[config.mk]
export PLATFORM = sky130hd
export DESIGN_NAME = sgi_dispatch
export DESIGN_NICKNAME = d
export VERILOG_FILES = /design/src/rtl/sgi_pkg.sv /design/src/rtl/sgi_trigger_decode.sv /design/src/rtl/sgi_src_cell.sv /design/src/rtl/sgi_ack_unit.sv /design/src/rtl/sgi_dispatch.sv
export SDC_FILE = /design/constraint.sdc
export NUM_CORES = 1
export LEC_CHECK = 0
export ABC_AREA = 1
export BUFFER_PORTS_ARGS = -buffer_cell sky130_fd_sc_hd__buf_2
export CAP_MARGIN = 25
export CELL_PAD_IN_SITES_DETAIL_PLACEMENT = 1
export CELL_PAD_IN_SITES_GLOBAL_PLACEMENT = 2
export CORE_UTILIZATION = 33
export CTS_CLUSTER_SIZE = 24
export DETAILED_ROUTE_END_ITERATION = 8
export GPL_TIMING_DRIVEN = 0
export PLACE_DENSITY_LB_ADDON = 0.12
export REMOVE_ABC_BUFFERS = 1
export SKIP_LAST_GASP = 1
export SYNTH_ARGS = -nofsm -noshare
export SYNTH_HDL_FRONTEND = slang
export SYNTH_SLANG_ARGS = --single-unit
[constraint.sdc]
create_clock -name clk -period 3.8 [get_ports clk]
set_input_delay 0.95 -clock clk [delete_from_list [all_inputs] [get_ports clk]]
set_output_delay 0.95 -clock clk [all_outputs]
set_load 0.05 [all_outputs]
[src/rtl/sgi_pkg.sv]
package sgi_pkg;

    localparam int SGI_COUNT = 16;
    localparam int SGI_W     = 4;
    localparam int IRQ_ID_W  = 10;
    localparam int RSP_W     = 13;

    localparam logic [11:0] TRIG_ADDR    = 12'hF00;
    localparam logic [11:0] SRC_CLR_BASE = 12'hF10;
    localparam logic [11:0] SRC_SET_BASE = 12'hF20;

    localparam logic [IRQ_ID_W-1:0] SPURIOUS_ID = 10'd1023;

    // Target selection carried in bits 25:24 of the trigger word
    typedef enum logic [1:0] {
        TGT_LISTED = 2'd0,
        TGT_OTHERS = 2'd1,
        TGT_SELF   = 2'd2,
        TGT_EVERY  = 2'd3
    } tgt_filter_e;

    // Acknowledge answer: sender number above the interrupt ID
    typedef struct packed {
        logic [2:0]          src;
        logic [IRQ_ID_W-1:0] id;
    } ack_word_t;

    // One byte-lane operation on a bitmap bank
    typedef struct packed {
        logic       set_en;
        logic       clr_en;
        logic [7:0] val;
    } byte_op_t;

    function automatic logic target_hit(input tgt_filter_e f,
                                        input logic listed,
                                        input logic is_self);
        logic r;
        case (f)
            TGT_LISTED: r = listed;
            TGT_OTHERS: r = ~is_self;
            TGT_SELF:   r = is_self;
            default:    r = 1'b1;
        endcase
        return r;
    endfunction

    function automatic logic [2:0] lowest_bit(input logic [7:0] v);
        logic [2:0] r;
        r = 3'd0;
        for (int i = 7; i >= 0; i--) begin
            if (v[i]) r = 3'(i);
        end
        return r;
    endfunction

endpackage

[src/rtl/sgi_trigger_decode.sv]
module sgi_trigger_decode
    import sgi_pkg::*;
#(
    parameter  int NUM_CPU = 4,
    localparam int CPU_W   = (NUM_CPU > 1) ? $clog2(NUM_CPU) : 1
) (
    input  logic                wr_en,
    input  logic                wr_word,
    input  logic [11:0]         wr_addr,
    input  logic [IRQ_ID_W-1:0] trig_id,
    input  tgt_filter_e         trig_filter,
    input  logic [NUM_CPU-1:0]  trig_list,
    input  logic [CPU_W-1:0]    wr_cpu,
    output logic                trig_fire,
    output logic [SGI_W-1:0]    trig_sgi,
    output logic [NUM_CPU-1:0]  trig_tgts
);

    logic addr_hit;
    logic id_ok;

    for (genvar t = 0; t < NUM_CPU; t++) begin : g_tgt
        always_comb begin
            trig_tgts[t] = target_hit(trig_filter, trig_list[t],
                                      wr_cpu == CPU_W'(t));
        end
    end

    always_comb begin
        addr_hit  = wr_en && wr_word && (wr_addr == TRIG_ADDR);
        id_ok     = (trig_id[IRQ_ID_W-1:SGI_W] == '0);
        trig_sgi  = trig_id[SGI_W-1:0];
        trig_fire = addr_hit && id_ok && (|trig_tgts);
    end

endmodule

[src/rtl/sgi_src_cell.sv]
module sgi_src_cell
    import sgi_pkg::*;
#(
    parameter  int NUM_CPU = 4,
    localparam int CPU_W   = (NUM_CPU > 1) ? $clog2(NUM_CPU) : 1,
    localparam int MAP_W   = NUM_CPU * NUM_CPU
) (
    input  logic               clk,
    input  logic               rst,
    input  logic               trig_hit,
    input  logic [NUM_CPU-1:0] trig_tgts,
    input  logic [CPU_W-1:0]   wr_cpu,
    input  byte_op_t           lane_op,
    input  logic               ack_hit,
    input  logic [CPU_W-1:0]   ack_cpu,
    input  logic [NUM_CPU-1:0] ack_clr,
    output logic [MAP_W-1:0]   src_map
);

    logic [NUM_CPU-1:0] writer_bit;
    logic [NUM_CPU-1:0] lane_bits;

    assign writer_bit = NUM_CPU'(1) << wr_cpu;
    assign lane_bits  = lane_op.val[NUM_CPU-1:0];

    if (NUM_CPU < 8) begin : g_drop_hi
        logic unused_lane_hi;
        assign unused_lane_hi = ^lane_op.val[7:NUM_CPU];
    end

    for (genvar t = 0; t < NUM_CPU; t++) begin : g_tgt
        logic [NUM_CPU-1:0] map_q;
        logic [NUM_CPU-1:0] set_bits;
        logic [NUM_CPU-1:0] clr_bits;
        logic               own;

        always_comb begin
            own      = (wr_cpu == CPU_W'(t));
            set_bits = '0;
            clr_bits = '0;
            if (trig_hit && trig_tgts[t]) set_bits = set_bits | writer_bit;
            if (lane_op.set_en && own)    set_bits = set_bits | lane_bits;
            if (lane_op.clr_en && own)    clr_bits = clr_bits | lane_bits;
            if (ack_hit && (ack_cpu == CPU_W'(t))) clr_bits = clr_bits | ack_clr;
        end

        // clears first, then sets: a set in the same cycle wins
        always_ff @(posedge clk) begin
            if (rst) begin
                map_q <= '0;
            end else begin
                map_q <= (map_q & ~clr_bits) | set_bits;
            end
        end

        assign src_map[t*NUM_CPU +: NUM_CPU] = map_q;
    end

endmodule

[src/rtl/sgi_ack_unit.sv]
module sgi_ack_unit
    import sgi_pkg::*;
#(
    parameter  int NUM_CPU = 4,
    localparam int CPU_W   = (NUM_CPU > 1) ? $clog2(NUM_CPU) : 1,
    localparam int MAP_ALL = SGI_COUNT * NUM_CPU * NUM_CPU
) (
    input  logic               clk,
    input  logic               rst,
    input  logic               ack_req,
    input  logic [CPU_W-1:0]   ack_cpu,
    input  logic [SGI_W-1:0]   ack_id,
    input  logic [MAP_ALL-1:0] src_map,
    output logic               ack_take,
    output logic [NUM_CPU-1:0] ack_clr,
    output logic               ack_rsp_valid,
    output logic [RSP_W-1:0]   ack_rsp
);

    logic [NUM_CPU-1:0] sel_map;
    logic [2:0]         src_idx;
    ack_word_t          rsp_d;
    ack_word_t          rsp_q;

    always_comb begin
        sel_map  = src_map[(int'(ack_id) * NUM_CPU + int'(ack_cpu)) * NUM_CPU +: NUM_CPU];
        src_idx  = lowest_bit(8'(sel_map));
        ack_take = ack_req && (|sel_map);
        ack_clr  = ack_take ? (NUM_CPU'(1) << src_idx) : '0;
        if (ack_take) begin
            rsp_d.src = src_idx;
            rsp_d.id  = IRQ_ID_W'(ack_id);
        end else begin
            rsp_d.src = 3'd0;
            rsp_d.id  = SPURIOUS_ID;
        end
    end

    always_ff @(posedge clk) begin
        if (rst) begin
            ack_rsp_valid <= 1'b0;
            rsp_q         <= '0;
        end else begin
            ack_rsp_valid <= ack_req;
            if (ack_req) rsp_q <= rsp_d;
        end
    end

    assign ack_rsp = rsp_q;

endmodule

[src/rtl/sgi_dispatch.sv]
module sgi_dispatch
    import sgi_pkg::*;
#(
    parameter  int NUM_CPU = 4,
    localparam int CPU_W   = (NUM_CPU > 1) ? $clog2(NUM_CPU) : 1
) (
    input  logic                         clk,
    input  logic                         rst,
    input  logic                         wr_en,
    input  logic                         wr_word,
    input  logic [11:0]                  wr_addr,
    input  logic [31:0]                  wr_data,
    input  logic [CPU_W-1:0]             wr_cpu,
    input  logic [11:0]                  rd_addr,
    input  logic [CPU_W-1:0]             rd_cpu,
    output logic [7:0]                   rd_data,
    input  logic                         ack_req,
    input  logic [CPU_W-1:0]             ack_cpu,
    input  logic [SGI_W-1:0]             ack_id,
    output logic                         ack_rsp_valid,
    output logic [RSP_W-1:0]             ack_rsp,
    output logic [NUM_CPU*SGI_COUNT-1:0] sgi_pend
);

    localparam int MAP_W   = NUM_CPU * NUM_CPU;
    localparam int MAP_ALL = SGI_COUNT * MAP_W;

    logic [MAP_ALL-1:0] src_map;
    logic               trig_fire;
    logic [SGI_W-1:0]   trig_sgi;
    logic [NUM_CPU-1:0] trig_tgts;
    logic               ack_take;
    logic [NUM_CPU-1:0] ack_clr;

    sgi_trigger_decode #(.NUM_CPU(NUM_CPU)) u_trig (
        .wr_en       (wr_en),
        .wr_word     (wr_word),
        .wr_addr     (wr_addr),
        .trig_id     (wr_data[IRQ_ID_W-1:0]),
        .trig_filter (tgt_filter_e'(wr_data[25:24])),
        .trig_list   (wr_data[16 +: NUM_CPU]),
        .wr_cpu      (wr_cpu),
        .trig_fire   (trig_fire),
        .trig_sgi    (trig_sgi),
        .trig_tgts   (trig_tgts)
    );

    sgi_ack_unit #(.NUM_CPU(NUM_CPU)) u_ack (
        .clk           (clk),
        .rst           (rst),
        .ack_req       (ack_req),
        .ack_cpu       (ack_cpu),
        .ack_id        (ack_id),
        .src_map       (src_map),
        .ack_take      (ack_take),
        .ack_clr       (ack_clr),
        .ack_rsp_valid (ack_rsp_valid),
        .ack_rsp       (ack_rsp)
    );

    for (genvar n = 0; n < SGI_COUNT; n++) begin : g_sgi
        localparam logic [11:0] CLR_A = SRC_CLR_BASE + 12'(n);
        localparam logic [11:0] SET_A = SRC_SET_BASE + 12'(n);
        localparam int          LANE  = n % 4;

        byte_op_t lane_op;
        logic     clr_sel;
        logic     set_sel;

        always_comb begin
            if (wr_word) begin
                clr_sel = (wr_addr[11:2] == CLR_A[11:2]) && (wr_addr[1:0] == 2'b00);
                set_sel = (wr_addr[11:2] == SET_A[11:2]) && (wr_addr[1:0] == 2'b00);
                lane_op.val = wr_data[8*LANE +: 8];
            end else begin
                clr_sel = (wr_addr == CLR_A);
                set_sel = (wr_addr == SET_A);
                lane_op.val = wr_data[7:0];
            end
            lane_op.clr_en = wr_en && clr_sel;
            lane_op.set_en = wr_en && set_sel;
        end

        sgi_src_cell #(.NUM_CPU(NUM_CPU)) u_cell (
            .clk       (clk),
            .rst       (rst),
            .trig_hit  (trig_fire && (trig_sgi == SGI_W'(n))),
            .trig_tgts (trig_tgts),
            .wr_cpu    (wr_cpu),
            .lane_op   (lane_op),
            .ack_hit   (ack_take && (ack_id == SGI_W'(n))),
            .ack_cpu   (ack_cpu),
            .ack_clr   (ack_clr),
            .src_map   (src_map[n*MAP_W +: MAP_W])
        );

        for (genvar t = 0; t < NUM_CPU; t++) begin : g_pend
            assign sgi_pend[t*SGI_COUNT + n] = |src_map[n*MAP_W + t*NUM_CPU +: NUM_CPU];
        end
    end

    logic             rd_hit;
    logic [SGI_W-1:0] rd_sgi;

    always_comb begin
        rd_sgi = rd_addr[SGI_W-1:0];
        rd_hit = (rd_addr[11:4] == SRC_CLR_BASE[11:4]) ||
                 (rd_addr[11:4] == SRC_SET_BASE[11:4]);
        rd_data = '0;
        if (rd_hit) begin
            rd_data = 8'(src_map[(int'(rd_sgi) * NUM_CPU + int'(rd_cpu)) * NUM_CPU +: NUM_CPU]);
        end
    end

endmodule

==> impl_metrics.ini <==
[timing]
slew_viol_final = 0
finalCritPeriodShare_pct = 104
worst_pin_slew_ns = 1.09
fin_crit_ns = 3.95
max_clock_freq_ghz = 0.253
setup_tns_ns = -0.516
hold_viol_final = 0
setup_viol = 4
finClkSkew_ns = 0.0292
fin_ws_ns = -0.151
rsz0062_at_grt = true
maxSlewHeadroom_pct = 27.1

[detailed_routing]
ant_nets = 0
drt-initial-drc-count = 3415
via_per_inst = 6.37
drc_errors = 0
dr.pass1.iters = 5
via_count = 28900
wl_per_cell_um = 31.0
wirelength_mm = 141

[clock_network]
cts_sinks = 264
postCtsHoldBufs = 0
numCtsBuffers = 39
clk_path_buf_depth = 3
clkLatencyLatePin_ns = 0.59
h-tree-depth = 2
cts_tree = done
clk_pin_slew_worst_paths_ns = 0.05
cts_root_buf = clkbuf_16

[logic_synthesis]
yosys_warnings = 0
synth_edf_count = 0
netlist_area_sq_mm = 0.0215
async_flop_share_pct = 0
avgSynthCellArea_sq_um = 5.89
synth_seq_cells = 264
ys_seq_area_share_pct = 24.6
ys.flop_type = dfxtp_1
synthCells = 3653
synthDistinctLibCells = 38

[job]
maxCapViolations = 0

[placement]
gp_congestion = 1.06
dp_hpwl_mm = 88.8
dp_cells = 4420
numPortBuffers = 139

[global_routing]
grt.total_usage_pct = 40.7
grt_use_met2_pct = 61.1
grt_pass1_vias = 28300
antenna_found_initial = 4
groute.layer.met3.usage_pct = 7.59
grt_busiest_layer = met2
grt.met1_usage_pct = 54.5
grt_max_degree = 106
grt_overflow = 0
grt_pass1_wl_mm = 199

[worst_setup_path]
crit_chain = buf_16 > buf_8 > inv_8 > a21oi_1 > o21ai_0 > o211ai_1 > nand3_2 > nand3_1 > nand3_1 > a21oi_2 > buf_6
crit_top_cell = nand3_1
critPathMaxStageDelay_ns = 0.31
critPathLaunchType = primary input
rr_worst_depth = 16
crit_path_end_kind = output port
critical_path_class = in -> out
rrSetupSlack_ns = 0.89
crit_path_top_delay_cell = nand3_2
critical_path_arrival_ns = 3.00
reg2reg_to = g_sgi[11].u_cell.g_tgt[2].map_q[3]
rr_startpoint = g_sgi[9].u_cell.g_tgt[2].map_q[1]
startpoint = rd_cpu[1]
worstPathMaxFanout = 29
crit_end = rd_data[2]
critPathRequiredTime_ns = 2.85

[power_and_ir_drop]
ir_drop_mv = 0.303
total_power_mw = 8.38
powerDensity_mw_per_mm2 = 323
p_leak_nw = 9.25

[floorplanning]
chipWidth_um = 257
initial_utilization_pct = 33.4
die_area_sq_mm = 0.0662
ioPinCount = 157
core_area_sq_mm = 0.0645
die_y_um = 257
rows = 93

[final_layout]
nNetsFinal = 3731
instances_no_fill = 4544
syn_to_final_growth_pct = 20.6
drive_above_1_share_pct = 10.6

[hold_path]
hold_path.class = reg -> reg

[status]
status = finished with violations
violations = setup timing
cells by family after synthesis:
logic type | count (synthesis) | share of synthesized area (%)
simple gates | 1382 | 26.8
compound gates | 1443 | 37.8
other cells | 1 | 0.0174
flops | 264 | 24.6
buf+inv | 563 | 10.8
how the worst min path moves through the flow:
stage	startpoint	endpoint	slack [ns]	cells past startpoint
2_1_floorplan	g_sgi[10].u_cell.g_tgt[2].map_q[0]	g_sgi[10].u_cell.g_tgt[2].map_q[0]	0.53	3
3_3_place_gp	u_ack.ack_rsp[10]	u_ack.ack_rsp[10]	0.46	2
3_5_place_dp	u_ack.ack_rsp[10]	u_ack.ack_rsp[10]	0.46	2
4_1_cts	u_ack.ack_rsp[10]	u_ack.ack_rsp[10]	0.46	2
5_1_grt	u_ack.ack_rsp[10]	u_ack.ack_rsp[10]	0.48	2
6_report	u_ack.ack_rsp[10]	u_ack.ack_rsp[10]	0.47	2
Yosys cell counts (all sizes together), types with 34 or more instances:
library cell / instances / share of area [%]
a21oi: 540 / 13
buf: 94 / 2.6
clkbuf: 184 / 3.2
dfxtp: 264 / 25
inv: 280 / 4.9
nand2: 651 / 11
nand3: 194 / 4.7
nand4: 37 / 1.1
nor2: 452 / 7.9
o211ai: 49 / 1.7
o21ai: 523 / 12
o21bai: 256 / 8.9
o22ai: 47 / 1.4
or4: 34 / 1.2
cell usage in the layout (no fill, tap or decap), types with 50 or more instances in the layout:
master	netlist	layout
nand3_1	186	163
inv_1	277	272
dfxtp_1	264	264
nor2_1	450	443
o21ai_1	44	50
o21bai_1	256	256
buf_2	43	128
nand2_1	645	637
a21oi_1	540	517
o21ai_0	479	472
worst max-delay path, delay by kind of cell:
| kind | cells | cell delay (ns) |
|---|---|---|
| compound gates | 4 | 0.71 |
| buf+inv | 4 | 0.68 |
| simple gates | 3 | 0.62 |
metrics by stage:
stage	instance area (sq um)	util [%]	setup WS (ns)	hold WS, ns
floorplan	20300	-	-1.54	0.529
CTS	25500	39.5	-0.0794	0.464
detailed placement	23200	36.0	-1.77	0.455
global placement	22000	34.2	-7.01	0.456
global route	25900	40.2	-0.116	0.483
finish	25900	40.2	-0.151	0.466
where the power goes:
part	leakage [nW]	internal, mW	switching (mW)
combinational	6.52	0.439	1.42
sequential	2.13	2.80	0.0317
clock	0.605	2.17	1.52
total	9.25	5.41	2.97
per-layer routing:
layer | vias up | part of all wire (%)
li1 | 12500 | -
met5 | - | 0.0099
met1 | 14300 | 41
met3 | 423 | 10
met2 | 1731 | 43
met4 | 2 | 6.2
flip-flops by register name, summed over array words and instances, names as in the netlist:
name,count
u_ack.ack_rsp_valid,1
g_sgi.u_cell.g_tgt.map_q,256
u_ack.ack_rsp,7
layout make-up:
cell class | instances | area, sq um
Antenna cell | 3 | 7.51
Multi-Input combinational cell | 2832 | 14400
Timing Repair inverter | 5 | 45.0
Clock inverter | 6 | 58.8
Sequential cell | 264 | 5290
Tap cell | 855 | 1070
Inverter | 285 | 1170
Fill cell | 8501 | 38500
Clock buffer | 61 | 1170
Timing Repair Buffer | 233 | 2720
what timing repair did:
item | CTS | global route
pin swaps | 30 | 28
gates resized for setup | 91 | 56
endpoints found under the setup margin | 267 | 233
buffers inserted | 26 | 3
endpoints found under the hold margin | 0 | 0
gates cloned | 18 | 7
Note: power is estimated with default switching activity, not from simulation.
